## config.mk

```make
export PLATFORM = sky130hd
export DESIGN_NAME = fifo_irq_ctrl
export DESIGN_NICKNAME = d
export VERILOG_FILES = /design/src/rtl/fifo_irq_pkg.sv /design/src/rtl/fifo_irq_thr_cmp.sv /design/src/rtl/fifo_irq_sticky.sv /design/src/rtl/fifo_irq_ctrl.sv
export SDC_FILE = /design/constraint.sdc
export NUM_CORES = 1
export LEC_CHECK = 0
export ABC_AREA = 0
export CORE_MARGIN = 5
export CORE_UTILIZATION = 30
export DETAILED_ROUTE_END_ITERATION = 7
export SYNTH_ARGS = -nofsm -noshare
export SYNTH_HDL_FRONTEND = slang
export SYNTH_SLANG_ARGS = --single-unit
```

## constraint.sdc

```tcl
create_clock -name clk -period 14 [get_ports clk]
set_input_delay 3.5 -clock clk [delete_from_list [all_inputs] [get_ports clk]]
set_output_delay 3.5 -clock clk [all_outputs]
set_load 0.05 [all_outputs]
```

## src/rtl/fifo_irq_pkg.sv

```systemverilog
package fifo_irq_pkg;

    localparam int LVL_W    = 6;
    localparam int THR_W    = 5;
    localparam int TX_GRPS  = 4;
    localparam int TX_LVL_W = LVL_W * TX_GRPS;
    localparam int AW       = 8;
    localparam int DW       = 32;
    localparam int N_STICKY = 2;

    localparam logic [AW-1:0] OFS_LEVEL = 8'h0C;
    localparam logic [AW-1:0] OFS_CTRL  = 8'h14;
    localparam logic [AW-1:0] OFS_STAT  = 8'h18;

    // bit positions shared by control, status and enable vectors
    localparam int B_TXE     = 0;
    localparam int B_UND     = 1;
    localparam int B_UND_CLR = 2;
    localparam int B_TXTHR   = 4;
    localparam int B_RXF     = 16;
    localparam int B_OVR     = 17;
    localparam int B_OVR_CLR = 18;
    localparam int B_RXTHR   = 20;

    typedef struct packed {
        logic [THR_W-1:0] rx_thr;
        logic             ovr_en;
        logic             rxf_en;
        logic [THR_W-1:0] tx_thr;
        logic             und_en;
        logic             txe_en;
    } ctrl_t;

    function automatic ctrl_t ctrl_from_word(input logic [DW-1:0] w);
        ctrl_t c;
        c.rx_thr = w[B_RXTHR +: THR_W];
        c.ovr_en = w[B_OVR];
        c.rxf_en = w[B_RXF];
        c.tx_thr = w[B_TXTHR +: THR_W];
        c.und_en = w[B_UND];
        c.txe_en = w[B_TXE];
        return c;
    endfunction

    function automatic logic [DW-1:0] ctrl_to_word(input ctrl_t c);
        logic [DW-1:0] w;
        w = '0;
        w[B_RXTHR +: THR_W] = c.rx_thr;
        w[B_OVR]            = c.ovr_en;
        w[B_RXF]            = c.rxf_en;
        w[B_TXTHR +: THR_W] = c.tx_thr;
        w[B_UND]            = c.und_en;
        w[B_TXE]            = c.txe_en;
        return w;
    endfunction

endpackage

```

## src/rtl/fifo_irq_thr_cmp.sv

```systemverilog
module fifo_irq_thr_cmp
    import fifo_irq_pkg::*;
#(
    parameter int LW   = LVL_W,
    parameter int TW   = THR_W,
    parameter int GRPS = TX_GRPS
) (
    input  logic             clk,
    input  logic             rst_n,
    input  logic [LW*GRPS-1:0] tx_lvl_i,
    input  logic [LW-1:0]    rx_lvl_i,
    input  logic [TW-1:0]    tx_thr_i,
    input  logic [TW-1:0]    rx_thr_i,
    output logic             tx_hit_o,
    output logic             rx_hit_o
);

    logic [LW-1:0] run_min [GRPS];
    logic [LW-1:0] tx_lim;
    logic [LW-1:0] rx_lim;

    assign run_min[0] = tx_lvl_i[0 +: LW];

    generate
        for (genvar g = 1; g < GRPS; g++) begin : g_min
            assign run_min[g] = (tx_lvl_i[g*LW +: LW] < run_min[g-1]) ?
                                tx_lvl_i[g*LW +: LW] : run_min[g-1];
        end
    endgenerate

    // fields hold threshold minus one
    assign tx_lim = LW'(tx_thr_i) + LW'(1);
    assign rx_lim = LW'(rx_thr_i) + LW'(1);

    assign tx_hit_o = (run_min[GRPS-1] <= tx_lim);
    assign rx_hit_o = (rx_lvl_i > rx_lim);

    generate
        for (genvar g = 0; g < GRPS; g++) begin : g_chk
            // the selected level never exceeds any group's level
            assert_min_bound_R3: assert property (@(posedge clk) disable iff (!rst_n)
                run_min[GRPS-1] <= tx_lvl_i[g*LW +: LW]);
        end
    endgenerate

    // a receive hit implies the level is strictly above the raw field
    assert_rx_above_R4: assert property (@(posedge clk) disable iff (!rst_n)
        rx_hit_o |-> (rx_lvl_i > LW'(rx_thr_i)));

endmodule

```

## src/rtl/fifo_irq_sticky.sv

```systemverilog
module fifo_irq_sticky (
    input  logic clk,
    input  logic rst_n,
    input  logic set_i,
    input  logic clr_i,
    output logic flag_o
);

    logic flag_d;
    logic flag_q;

    always_comb begin
        flag_d = flag_q;
        if (clr_i) flag_d = 1'b0;
        if (set_i) flag_d = 1'b1;   // event outranks clear
    end

    always_ff @(posedge clk or negedge rst_n) begin
        if (!rst_n) flag_q <= 1'b0;
        else        flag_q <= flag_d;
    end

    assign flag_o = flag_q;

    // a flag without a clear stays up
    assert_hold_R5: assert property (@(posedge clk) disable iff (!rst_n)
        (flag_q && !clr_i) |=> flag_q);

    // an event always leaves the flag set
    assert_set_wins_R8: assert property (@(posedge clk) disable iff (!rst_n)
        set_i |=> flag_q);

    // a clear with no event drops the flag
    assert_clear_R7: assert property (@(posedge clk) disable iff (!rst_n)
        (clr_i && !set_i) |=> !flag_q);

endmodule

```

## src/rtl/fifo_irq_ctrl.sv

```systemverilog
module fifo_irq_ctrl
    import fifo_irq_pkg::*;
(
    input  logic                clk,
    input  logic                rst_n,
    input  logic [TX_LVL_W-1:0] tx_lvl_i,
    input  logic [LVL_W-1:0]    rx_lvl_i,
    input  logic                tx_undr_i,
    input  logic                rx_ovr_i,
    input  logic [AW-1:0]       reg_addr_i,
    input  logic                reg_wr_i,
    input  logic [DW-1:0]       reg_wdata_i,
    output logic [DW-1:0]       reg_rdata_o,
    output logic                irq_o
);

    typedef struct packed {
        ctrl_t ctrl;
        logic  irq;
    } state_t;

    state_t st_d;
    state_t st_q;

    logic                ctrl_wr;
    logic                tx_hit;
    logic                rx_hit;
    logic [N_STICKY-1:0] evt_set;
    logic [N_STICKY-1:0] evt_clr;
    logic [N_STICKY-1:0] evt_flag;
    logic [DW-1:0]       stat_w;
    logic [DW-1:0]       en_w;
    logic [DW-1:0]       lvl_w;

    assign ctrl_wr = reg_wr_i && (reg_addr_i == OFS_CTRL);

    fifo_irq_thr_cmp u_cmp (
        .clk      (clk),
        .rst_n    (rst_n),
        .tx_lvl_i (tx_lvl_i),
        .rx_lvl_i (rx_lvl_i),
        .tx_thr_i (st_q.ctrl.tx_thr),
        .rx_thr_i (st_q.ctrl.rx_thr),
        .tx_hit_o (tx_hit),
        .rx_hit_o (rx_hit)
    );

    // index 0: transmit underrun, index 1: receive overrun
    assign evt_set[0] = tx_undr_i;
    assign evt_clr[0] = ctrl_wr && reg_wdata_i[B_UND_CLR];
    assign evt_set[1] = rx_ovr_i;
    assign evt_clr[1] = ctrl_wr && reg_wdata_i[B_OVR_CLR];

    generate
        for (genvar k = 0; k < N_STICKY; k++) begin : g_sticky
            fifo_irq_sticky u_flag (
                .clk    (clk),
                .rst_n  (rst_n),
                .set_i  (evt_set[k]),
                .clr_i  (evt_clr[k]),
                .flag_o (evt_flag[k])
            );
        end
    endgenerate

    always_comb begin
        stat_w        = '0;
        stat_w[B_TXE] = tx_hit;
        stat_w[B_UND] = evt_flag[0];
        stat_w[B_RXF] = rx_hit;
        stat_w[B_OVR] = evt_flag[1];

        en_w          = '0;
        en_w[B_TXE]   = st_q.ctrl.txe_en;
        en_w[B_UND]   = st_q.ctrl.und_en;
        en_w[B_RXF]   = st_q.ctrl.rxf_en;
        en_w[B_OVR]   = st_q.ctrl.ovr_en;

        lvl_w         = DW'({rx_lvl_i, tx_lvl_i});
    end

    always_comb begin
        st_d     = st_q;
        if (ctrl_wr) st_d.ctrl = ctrl_from_word(reg_wdata_i);
        st_d.irq = |(stat_w & en_w);
    end

    always_ff @(posedge clk or negedge rst_n) begin
        if (!rst_n) st_q <= '0;
        else        st_q <= st_d;
    end

    always_comb begin
        case (reg_addr_i)
            OFS_LEVEL: reg_rdata_o = lvl_w;
            OFS_CTRL:  reg_rdata_o = ctrl_to_word(st_q.ctrl);
            OFS_STAT:  reg_rdata_o = stat_w;
            default:   reg_rdata_o = '0;
        endcase
    end

    assign irq_o = st_q.irq;

    // an enabled condition raises the line one edge later
    assert_irq_rise_R10: assert property (@(posedge clk) disable iff (!rst_n)
        ((stat_w & en_w) != '0) |=> irq_o);

    // with nothing enabled and active, the line is low one edge later
    assert_irq_fall_R10: assert property (@(posedge clk) disable iff (!rst_n)
        ((stat_w & en_w) == '0) |=> !irq_o);

endmodule

```

==> qor.yml, run 1 <==
run:
  max_cap_violations: 0
critical_path:
  critical_path.top_delay_family: "compound AO/OA/AOI/OAI gates"
  path_buf_inv: 4
  cpMaxStageDelayCell: "sky130_fd_sc_hd__clkdlybuf4s50_1"
  timing.critical_path.arrival_ps: 9600
  critical_path_class: "in -> out"
  timing.critical_path.to_type: "output port"
  critPathMaxFanout: 6
  worst_setup_path_start_kind: "primary input"
  worst_path_largest_cell_delay_ps: 510
  worst-endpoint-required_ps: 10500
clocking:
  clockRootBuffer: "sky130_fd_sc_hd__clkbuf_8"
  ctsHtreeMaxLevel: 1
  worstSkewPairLatency_ps: 260
  numCtsBuffers: 3
  cts_max_path_buffers: 2
  cts_repair_resizes: 0
  cts.repair_timing.setup_buffer_count: 0
  clock_sink_count: 17
  cts_tree: "yes"
  clk_transition_reported_paths_ps: 70
  cts-hold-fix-buffers: 0
drt:
  post_drt_via_cell_ratio: 4.92
  num_vias: 1884
  postRouteWirelength_mm: 5.75
  first_iter_violations: 57
  dr.pass1.iters: 4
  final_antenna_net_count: 0
  post_drt_wl_per_cell_um: 15.0
  drc_errors: 0
pwr:
  ir_worst_vdd_uv: 49.0
  power_density_nw_per_um2: 59.4
  total_leakage_power_nw: 1.37
floorplan:
  boundaryPins: 108
  coreArea_um2: 6680
  num_rows: 30
  dieHeight_um: 92.2
  die-width_um: 92.2
  initial_utilization_pct: 30.4
  overall_die_area_um2: 8510
cells_and_area:
  fraction_of_layout_instances_using_a_drive_strength_above_1_pct: 7.26
  final_net_count: 408
  seqCellArea_um2: 425
  area_delta_synth_final_pct: 49.3
  diodes: 0
  multi_input_comb_area_um2: 1460
  n_fill_cell: 672
timing:
  finalWorstSetupSlack_ps: 895
  timing.hold.ws_ps: 519
  finClkSkew_ps: 5.73
  report.final.slew_viol_count: 0
  finalHoldViolCount: 0
  final-setup-viol-count: 0
  worst_slew_margin_rel_pct: 40.6
  finalSetupTns_ps: 0
  max_freq_ghz: 0.0763
  timing.final.crit_period_ps: 13100
  setup_repair_after_global_routing_missed_its_margin: "false"
  final.period_utilization_pct: 93.6
  worst_margin_slew_ps: 884
place:
  place.port_buffers: 89
  dpl.hpwl_mm: 4.92
  gp_routability_congestion: 0.800
  pre_cts_setup_slack_ps: 825
synthesis:
  synth_top_area_cell: "sky130_fd_sc_hd__dfrtp_1"
  ys.flop_type: "sky130_fd_sc_hd__dfrtp_1"
  synth_area_leaders: "sky130_fd_sc_hd__dfrtp_1 (21%), sky130_fd_sc_hd__ha_1 (18%), sky130_fd_sc_hd__mux2_1 (6.7%), sky130_fd_sc_hd__a22o_1 (5.6%), sky130_fd_sc_hd__mux2i_1 (5.4%)"
  ys_top_cells_by_count: "sky130_fd_sc_hd__ha_1 (29), sky130_fd_sc_hd__inv_1 (25), sky130_fd_sc_hd__and2_1 (17), sky130_fd_sc_hd__dfrtp_1 (17), sky130_fd_sc_hd__a22o_1 (13)"
  synth-seq-area-share_pct: 21.0
  synth_top_area_share_pct: 21.0
  synthesized_area_per_cell_um2: 9.39
  netlist-cell-type-count: 41
  post_synth_instance_area_um2: 2030
  yosys_warnings: 0
  synth.ff_latch_count: 17
  synth_enable_flop_cells: 0
  synth-async-reset-ratio_pct: 100
  synth_most_common_cell: "sky130_fd_sc_hd__ha_1"
  synthCells: 216
grt:
  antenna_found_initial: 0
  grt_max_degree: 31
  first_global_vias: 1885
  globalRouteTotalUtil_pct: 13.5
  grt-ovfl-total: 0
  grt_pass1_wl_mm: 9.29
min_path:
  hp-class: "reg -> reg"
run_status:
  status: "finished clean"
worst paths after layout:
kind | cells past startpoint | endpoint | slack (ps) | startpoint
setup / recovery | 28 | reg_rdata_o[0] | 900 | tx_lvl_i[5]
hold / removal | 1 | en_w[1] | 520 | en_w[1]
hold reg to reg | 1 | en_w[1] | 520 | en_w[1]
min in group asynchronous | 1 | en_w[0] | 3690 | rst_n
max in group asynchronous | 1 | en_w[17] | 9840 | rst_n
setup reg to reg | 10 | irq_o | 11670 | st_q[4]
metrics by stage:
step           util [%]  total power, mW  std cells  instance area (µm²)
2_1_floorplan         -            0.112        217                 2030
5_1_grt            45.3            0.194        383                 3030
3_3_place_gp       44.6            0.143        379                 2980
6_report           45.3            0.180        383                 3030
3_5_place_dp       44.6            0.144        379                 2980
4_1_cts            45.3            0.182        383                 3030
power by group:
part	leakage, nW	switching, mW	internal [mW]
clock	0.0217	0.0175	0.0201
combinational	1.14	0.0414	0.0463
sequential	0.215	0.00298	0.0516
cell families after synthesis:
kind of cell	count (synthesis)	share of synthesized area (%)
simple gates	55	15.5
other cells	1	0.185
flops	17	21.0
fa+ha+maj	29	17.9
buf+inv	33	7.28
xor+xnor	6	2.59
mux	29	15.6
compound gates	46	19.9
layout make-up:
class | instances | area share, %
clock buffers | 3 | 1.36
inverters | 25 | 3.10
repair buffers | 90 | 29.6
well taps | 80 | 3.31
multi-input cells | 167 | 48.3
clock inverters | 1 | 0.248
flip-flops and latches | 17 | 14.0
layout by cell type, fill, tap and decap left out, types with 3 or more instances in the layout:
cell | Yosys | layout
sky130_fd_sc_hd__clkdlybuf4s50_1 | 0 | 88
sky130_fd_sc_hd__ha_1 | 29 | 29
sky130_fd_sc_hd__inv_1 | 25 | 25
sky130_fd_sc_hd__and2_1 | 17 | 17
sky130_fd_sc_hd__dfrtp_1 | 17 | 17
sky130_fd_sc_hd__a22o_1 | 13 | 13
sky130_fd_sc_hd__mux2_1 | 12 | 12
sky130_fd_sc_hd__mux2i_1 | 11 | 11
sky130_fd_sc_hd__nand2_1 | 10 | 10
sky130_fd_sc_hd__nor2_1 | 7 | 7
sky130_fd_sc_hd__nand3_1 | 6 | 6
sky130_fd_sc_hd__a21o_1 | 5 | 5
sky130_fd_sc_hd__mux2_2 | 5 | 5
sky130_fd_sc_hd__o21a_1 | 5 | 5
sky130_fd_sc_hd__nand4_1 | 4 | 4
sky130_fd_sc_hd__xor2_1 | 4 | 4
sky130_fd_sc_hd__a21oi_4 | 3 | 3
sky130_fd_sc_hd__a21oi_1 | 3 | 3
sky130_fd_sc_hd__o21ai_1 | 3 | 3
sky130_fd_sc_hd__clkbuf_8 | 0 | 3
routing by layer:
layer	share of wire, %	wire length, µm	vias up	GRT usage, %
met5	0	0	-	0
li1	-	-	953	-
met1	49	2830	862	18.2
met3	5.5	317	7	2.30
met2	43	2500	62	22.3
met4	1.9	108	0	3.34
worst reg2reg max path, delay by kind of cell, from the launching register on:
kind            cells  cell delay (ps)
fa+ha+maj           2              590
compound gates      6             1030
flops               1              470
simple gates        1              130
buf+inv             1               40
registers in the layout (all words and copies together), names as in the netlist:
| name | cells |
|---|---|
| st_q | 10 |
| en_w | 4 |
| g_sticky.u_flag.flag_o | 2 |
| irq_o | 1 |
No activity file was read; power rests on OpenSTA's default activity.
==> inputs of run 2 (changes only) <==
--- a/config.mk
+++ b/config.mk
@@ -7,8 +7,9 @@
 export LEC_CHECK = 0
 export ABC_AREA = 0
 export CORE_MARGIN = 5
-export CORE_UTILIZATION = 30
+export CORE_UTILIZATION = 40
 export DETAILED_ROUTE_END_ITERATION = 7
+export PLACE_DENSITY = 0.82
 export SYNTH_ARGS = -nofsm -noshare
 export SYNTH_HDL_FRONTEND = slang
 export SYNTH_SLANG_ARGS = --single-unit
==> run 2 against run 1 <==
Combinational power grew 0.8%; global-route usage is 3.7 points higher; worst hold slack better by 1.6 ps; fmax fell by 2.3%; routed wire length fell by 2.5%; critical endpoint unchanged; largest cell class unchanged; largest power group unchanged; highest routed layer unchanged.
==> qor.yml, run 2 (synthesized netlist as in run 1, its figures left out) <==
cells_and_area:
  top_register: "st_q"
  n_fill_cell: 458  # -32%
  area_delta_synth_final_pct: 48.8
  mostFrequentLayoutCells: "sky130_fd_sc_hd__clkdlybuf4s50_1 (88), sky130_fd_sc_hd__ha_1 (29), sky130_fd_sc_hd__inv_1 (25)"
  final_net_count: 408  # unchanged
  diodes: 0  # unchanged
  fraction_of_layout_instances_using_a_drive_strength_above_1_pct: 6.93  # -0.33 points
  largest_register_ffs: 10  # unchanged
  layout_commonest_cell: "sky130_fd_sc_hd__clkdlybuf4s50_1"
grt:
  grt-ovfl-total: 0  # unchanged
  globalRouteTotalUtil_pct: 17.2  # +3.7 points
  first_global_vias: 1902  # +0.90%
  gr_util_met3_pct: 2.55  # +0.25 points
  groute.layer.met2.usage_pct: 30.2  # +8.0 points
  grtUsageMet1_pct: 21.2  # +3.0 points
  gr-max-usage-layer: "met2"
  grt_max_degree: 19  # -39%
  antenna_found_initial: 0  # unchanged
  grt_pass1_wl_mm: 8.79  # -5.4%
clocking:
  worstSkewPairLatency_ps: 260  # about the same
  numCtsBuffers: 3  # unchanged
  cts_tree: "yes"
  cts.repair_timing.setup_buffer_count: 0  # unchanged
  clock_sink_count: 17  # unchanged
  clk_transition_reported_paths_ps: 70  # about the same
  clockRootBuffer: "sky130_fd_sc_hd__clkbuf_8"
  cts_max_path_buffers: 2  # unchanged
  ctsHtreeMaxLevel: 1  # unchanged
critical_path:
  timing.critical_path.arrival_ps: 9910  # +310 ps
  worst_setup_path_start_kind: "primary input"
  timing.critical_path.to_type: "output port"
  critPathMaxFanout: 6  # unchanged
  setup.reg_to_reg.worst_slack_ps: 11690  # +20 ps
  critical_path_class: "in -> out"
  worst-endpoint-required_ps: 10500  # about the same
pwr:
  ir_worst_vdd_uv: 58.7  # +20%
  total_power_uw: 180  # about the same
  power_density_nw_per_um2: 59.7  # +0.42%
  total_leakage_power_nw: 1.39  # +1.5%
run:
  max_cap_violations: 0  # unchanged
drt:
  drc_errors: 0  # unchanged
  num_vias: 1938  # +2.9%
  final_antenna_net_count: 0  # unchanged
  dr.pass1.iters: 4  # unchanged
  postRouteWirelength_mm: 5.61  # -2.5%
  post_drt_via_cell_ratio: 5.20  # +5.6%
  first_iter_violations: 59  # +3.5%
  post_drt_wl_per_cell_um: 15.0  # +0.16%
timing:
  worst_slew_margin_rel_pct: 43.1  # +2.5 points
  timing.hold.ws_ps: 521  # +1.60 ps
  finalSetupTns_ps: 0  # unchanged
  report.final.slew_viol_count: 0  # unchanged
  finalHoldViolCount: 0  # unchanged
  setup_repair_after_global_routing_missed_its_margin: "false"
  worst_margin_slew_ps: 847  # -36.6 ps
  final-setup-viol-count: 0  # unchanged
  max_freq_ghz: 0.0746  # -2.3%
  finClkSkew_ps: 0.982  # -4.75 ps
  final.period_utilization_pct: 95.8  # +2.2 points
  timing.final.crit_period_ps: 13410  # +309 ps
run_status:
  status: "finished clean"
place:
  dpl.hpwl_mm: 4.84  # -1.6%
  place.port_buffers: 89  # unchanged
  gp_routability_congestion: 0.859  # +7.4%
floorplan:
  die-width_um: 81.2  # -12%
  initial_utilization_pct: 40.5  # +10 points
  boundaryPins: 108  # unchanged
  overall_die_area_um2: 6590  # -22%
  num_rows: 26  # -13%
  coreArea_um2: 5010  # -25%
  dieHeight_um: 81.2  # -12%
min_path:
  hp-class: "reg -> reg"
run 2: critical path, cell delays in order:
cell and delay, ps:
sky130_fd_sc_hd__clkdlybuf4s50_1 510, sky130_fd_sc_hd__inv_1 60, sky130_fd_sc_hd__ha_1 350, sky130_fd_sc_hd__nand4_1 160, sky130_fd_sc_hd__o221ai_4 340, sky130_fd_sc_hd__mux2i_1 340, sky130_fd_sc_hd__ha_1 210, sky130_fd_sc_hd__nand2_1 60
sky130_fd_sc_hd__o21ai_0 360, sky130_fd_sc_hd__nor2_1 170, sky130_fd_sc_hd__a21oi_4 260, sky130_fd_sc_hd__mux2i_1 260, sky130_fd_sc_hd__inv_1 70, sky130_fd_sc_hd__ha_1 290, sky130_fd_sc_hd__a21o_1 180, sky130_fd_sc_hd__a21oi_1 140
sky130_fd_sc_hd__o21ai_0 150, sky130_fd_sc_hd__a21oi_4 260, sky130_fd_sc_hd__mux2_2 380, sky130_fd_sc_hd__ha_1 300, sky130_fd_sc_hd__nor2b_1 130, sky130_fd_sc_hd__o21a_1 160, sky130_fd_sc_hd__o21a_1 160, sky130_fd_sc_hd__o21a_1 160
sky130_fd_sc_hd__o21a_1 160, sky130_fd_sc_hd__o22ai_1 220, sky130_fd_sc_hd__a21o_1 170, sky130_fd_sc_hd__dlymetal6s2s_1 420
run 2: layer usage:
| metal | wire (µm) | share of wire (%) | vias to the layer above |
|---|---|---|---|
| li1 | - | - | 959 |
| met1 | 2420 | 43 | 893 |
| met2 | 2670 | 48 | 73 |
| met3 | 396 | 7.1 | 13 |
| met4 | 125 | 2.2 | 0 |
| met5 | 0 | 0 | - |
run 2: through the flow:
| step | std cells | cell area [µm²] | setup WS [ps] | util, % |
|---|---|---|---|---|
| final | 373 | 3020 | 586 | 60.2 |
| after global routing | 373 | 3020 | 93.1 | 60.2 |
| after CTS | 373 | 3020 | 148 | 60.2 |
| after detailed placement | 369 | 2970 | 165 | 59.3 |
| after global placement | 369 | 2970 | 390 | 59.3 |
| after floorplan | 217 | 2030 | 1850 | - |
run 2: final cells by class:
class	instances	area, µm²	area share (%)
Clock buffer	3	41.3	1.37
Clock inverter	1	5.00	0.166
Inverter	25	93.8	3.11
Multi-Input combinational cell	167	1460	48.5
Sequential cell	17	425	14.1
Tap cell	70	87.6	2.90
Timing Repair Buffer	90	901	29.9
run 2: timing repair:
action                     4_1_cts  5_1_grt
setup endpoints to repair        0        1
resized for setup                0        1
hold buffers                     0        0
run 2: worst paths after layout:
check / start / end / depth (start not counted)
worst max register to register: st_q[10] / irq_o / 10
min in group asynchronous: rst_n / st_q[3] / 1
worst min-delay path: g_sticky[0].u_flag.flag_o / g_sticky[0].u_flag.flag_o / 1
worst min register to register: g_sticky[0].u_flag.flag_o / g_sticky[0].u_flag.flag_o / 1
max in group asynchronous: rst_n / st_q[10] / 1
worst max-delay path: tx_lvl_i[5] / reg_rdata_o[0] / 28
run 2: power breakdown:
group	switching [mW]	leakage, nW	internal [mW]
sequential	0.00290	0.215	0.0517
combinational	0.0420	1.15	0.0464
clock	0.0173	0.0255	0.0198
==> inputs of run 3 (changes only) <==
--- a/config.mk
+++ b/config.mk
@@ -6,7 +6,8 @@
 export NUM_CORES = 1
 export LEC_CHECK = 0
 export ABC_AREA = 0
-export CORE_MARGIN = 5
+export CORE_ASPECT_RATIO = 0.7
+export CORE_MARGIN = 10
 export CORE_UTILIZATION = 40
 export DETAILED_ROUTE_END_ITERATION = 7
 export PLACE_DENSITY = 0.82
==> run 3 against run 2 <==
Non-clock buffer count unchanged; clock power decreased by 5%; critical path type unchanged; combinational power grew 2%; sequential share of layout area is essentially flat; core utilization rose by 2.1 points; die area increased by 27%; largest cell class unchanged.
==> qor.yml, run 3 (synthesized netlist as in run 1, its figures left out) <==
clocking:
  numCtsBuffers: 3  # unchanged
  clock_sink_count: 17  # unchanged
  cts_max_path_buffers: 2  # unchanged
  clockRootBuffer: "sky130_fd_sc_hd__clkbuf_8"
  ctsHtreeMaxLevel: 1  # unchanged
  worstSkewPairLatency_ps: 250  # about the same
  cts_tree: "yes"
  clk_transition_reported_paths_ps: 60  # about the same
grt:
  grt_max_degree: 19  # unchanged
  globalRouteTotalUtil_pct: 14.4  # -2.7 points
  antenna_found_initial: 0  # unchanged
  first_global_vias: 1932  # +1.6%
  grt_pass1_wl_mm: 9.96  # +13%
  grt-ovfl-total: 0  # unchanged
critical_path:
  timing.critical_path.arrival_ps: 9910  # about the same
  setup.reg_to_reg.worst_slack_ps: 11600  # -90 ps
  worst_setup_path_start_kind: "primary input"
  worst-endpoint-required_ps: 10500  # about the same
  critPathMaxFanout: 6  # unchanged
  critical_path_class: "in -> out"
  timing.critical_path.to_type: "output port"
place:
  post-place-cells: 368  # -0.27%
  dpl.hpwl_mm: 5.43  # +12%
  place.port_buffers: 89  # unchanged
  post_dp_area_um2: 2970  # about the same
  pre_cts_setup_slack_ps: 227  # +62.2 ps
  gp_routability_congestion: 0.854  # -0.64%
cells_and_area:
  fin_util_pct: 62.4  # +2.1 points
  n_fill_cell: 441  # -3.7%
  finalInstanceArea_um2: 3020  # about the same
  diodes: 0  # unchanged
  layout_commonest_cell: "sky130_fd_sc_hd__clkdlybuf4s50_1"
  number_of_non_filler_instances_in_the_completed_layout: 372  # -0.27%
  fraction_of_layout_instances_using_a_drive_strength_above_1_pct: 6.60  # -0.33 points
  mostFrequentLayoutCells: "sky130_fd_sc_hd__clkdlybuf4s50_1 (88), sky130_fd_sc_hd__ha_1 (29), sky130_fd_sc_hd__inv_1 (25)"
  area_delta_synth_final_pct: 48.7  # about the same
  largest_register_ffs: 10  # unchanged
  final_net_count: 408  # unchanged
  top_register: "st_q"
floorplan:
  overall_die_area_um2: 8360  # +27%
  coreArea_um2: 4830  # -3.5%
  initial_utilization_pct: 42.0  # +1.5 points
  num_rows: 21  # -19%
  die-width_um: 105  # +29%
  boundaryPins: 108  # unchanged
  dieHeight_um: 79.6  # -2.0%
timing:
  finClkSkew_ps: 1.23  # +0.247 ps
  finalHoldViolCount: 0  # unchanged
  final-setup-viol-count: 0  # unchanged
  finalSetupTns_ps: 0  # unchanged
  timing.hold.ws_ps: 518  # -3.13 ps
  finalWorstSetupSlack_ps: 595  # +8.56 ps
  timing.final.crit_period_ps: 13410  # -8.56 ps
  worst_margin_slew_ps: 814  # -33.8 ps
  final.period_utilization_pct: 95.8  # about the same
  setup_repair_after_global_routing_missed_its_margin: "false"
  report.final.slew_viol_count: 0  # unchanged
  worst_slew_margin_rel_pct: 45.4  # +2.3 points
  max_freq_ghz: 0.0746  # about the same
run_status:
  status: "finished clean"
min_path:
  hp-class: "reg -> reg"
drt:
  first_iter_violations: 107  # +81%
  post_drt_via_cell_ratio: 5.10  # -1.9%
  dr.pass1.iters: 4  # unchanged
  post_drt_wl_per_cell_um: 16.8  # +11%
  num_vias: 1896  # -2.2%
  final_antenna_net_count: 0  # unchanged
  drc_errors: 0  # unchanged
  postRouteWirelength_mm: 6.24  # +11%
pwr:
  power_density_nw_per_um2: 59.7  # +0.10%
  total_power_uw: 180  # about the same
  ir_worst_vdd_uv: 81.3  # +38%
  total_leakage_power_nw: 1.39  # -0.20%
run:
  max_cap_violations: 0  # unchanged
[run 3: cell types whose count changed in the layout (fill, tap and decap cells not counted)]
cell | previous run | this run
sky130_fd_sc_hd__clkbuf_1 | 0 | 1
sky130_fd_sc_hd__clkinv_2 | 1 | 0
[run 3: final timing paths]
| check | startpoint | end | cells past startpoint |
|---|---|---|---|
| min in group asynchronous | rst_n | st_q[12] | 1 |
| worst min register to register | en_w[17] | en_w[17] | 1 |
| worst min-delay path | en_w[17] | en_w[17] | 1 |
| max in group asynchronous | rst_n | en_w[1] | 1 |
| worst max register to register | st_q[4] | irq_o | 10 |
| worst max-delay path | tx_lvl_i[5] | reg_rdata_o[0] | 28 |
[run 3: power by group]
group          leakage, nW  total [mW]  switching (mW)  internal, mW
clock               0.0228      0.0353          0.0152        0.0202
combinational         1.15      0.0900          0.0432        0.0468
sequential           0.215      0.0548         0.00307        0.0517
[run 3: critical path, stage by stage]
cell,delay [ps]
sky130_fd_sc_hd__clkdlybuf4s50_1,500
sky130_fd_sc_hd__inv_1,60
sky130_fd_sc_hd__ha_1,350
sky130_fd_sc_hd__nand4_1,160
sky130_fd_sc_hd__o221ai_4,340
sky130_fd_sc_hd__mux2i_1,310
sky130_fd_sc_hd__ha_1,300
sky130_fd_sc_hd__a21oi_1,150
sky130_fd_sc_hd__o21ai_0,170
sky130_fd_sc_hd__nor3_1,320
sky130_fd_sc_hd__a21oi_4,150
sky130_fd_sc_hd__mux2i_1,220
sky130_fd_sc_hd__inv_1,70
sky130_fd_sc_hd__ha_1,290
sky130_fd_sc_hd__a21o_1,180
sky130_fd_sc_hd__a21oi_1,140
sky130_fd_sc_hd__o21ai_0,150
sky130_fd_sc_hd__a21oi_4,250
sky130_fd_sc_hd__mux2_2,370
sky130_fd_sc_hd__ha_1,300
sky130_fd_sc_hd__nor2b_1,130
sky130_fd_sc_hd__o21a_1,180
sky130_fd_sc_hd__o21a_1,170
sky130_fd_sc_hd__o21a_1,160
sky130_fd_sc_hd__o21a_1,170
sky130_fd_sc_hd__o22ai_1,220
sky130_fd_sc_hd__a21o_1,160
sky130_fd_sc_hd__dlymetal6s2s_1,420
[run 3: cell type report]
class,count,area (µm²),share of cell area (%)
flip-flops and latches,17,425,14.1
well taps,69,86.3,2.86
clock buffers,4,45.0,1.49
repair buffers,90,901,29.9
inverters,25,93.8,3.11
multi-input cells,167,1460,48.5
[run 3: per-layer routing]
| layer | share of wire [%] | GRT usage, % |
|---|---|---|
| met5 | 0 | 0 |
| met4 | 1.7 | 4.64 |
| met3 | 7.0 | 2.90 |
| met2 | 43 | 22.8 |
| met1 | 49 | 19.2 |
[run 3: timing repair]
action,4_1_cts,5_1_grt
hold endpoints to repair,0,0
setup endpoints to repair,0,1
buffers inserted,0,0
gates resized for setup,0,1
hold buffers,0,0
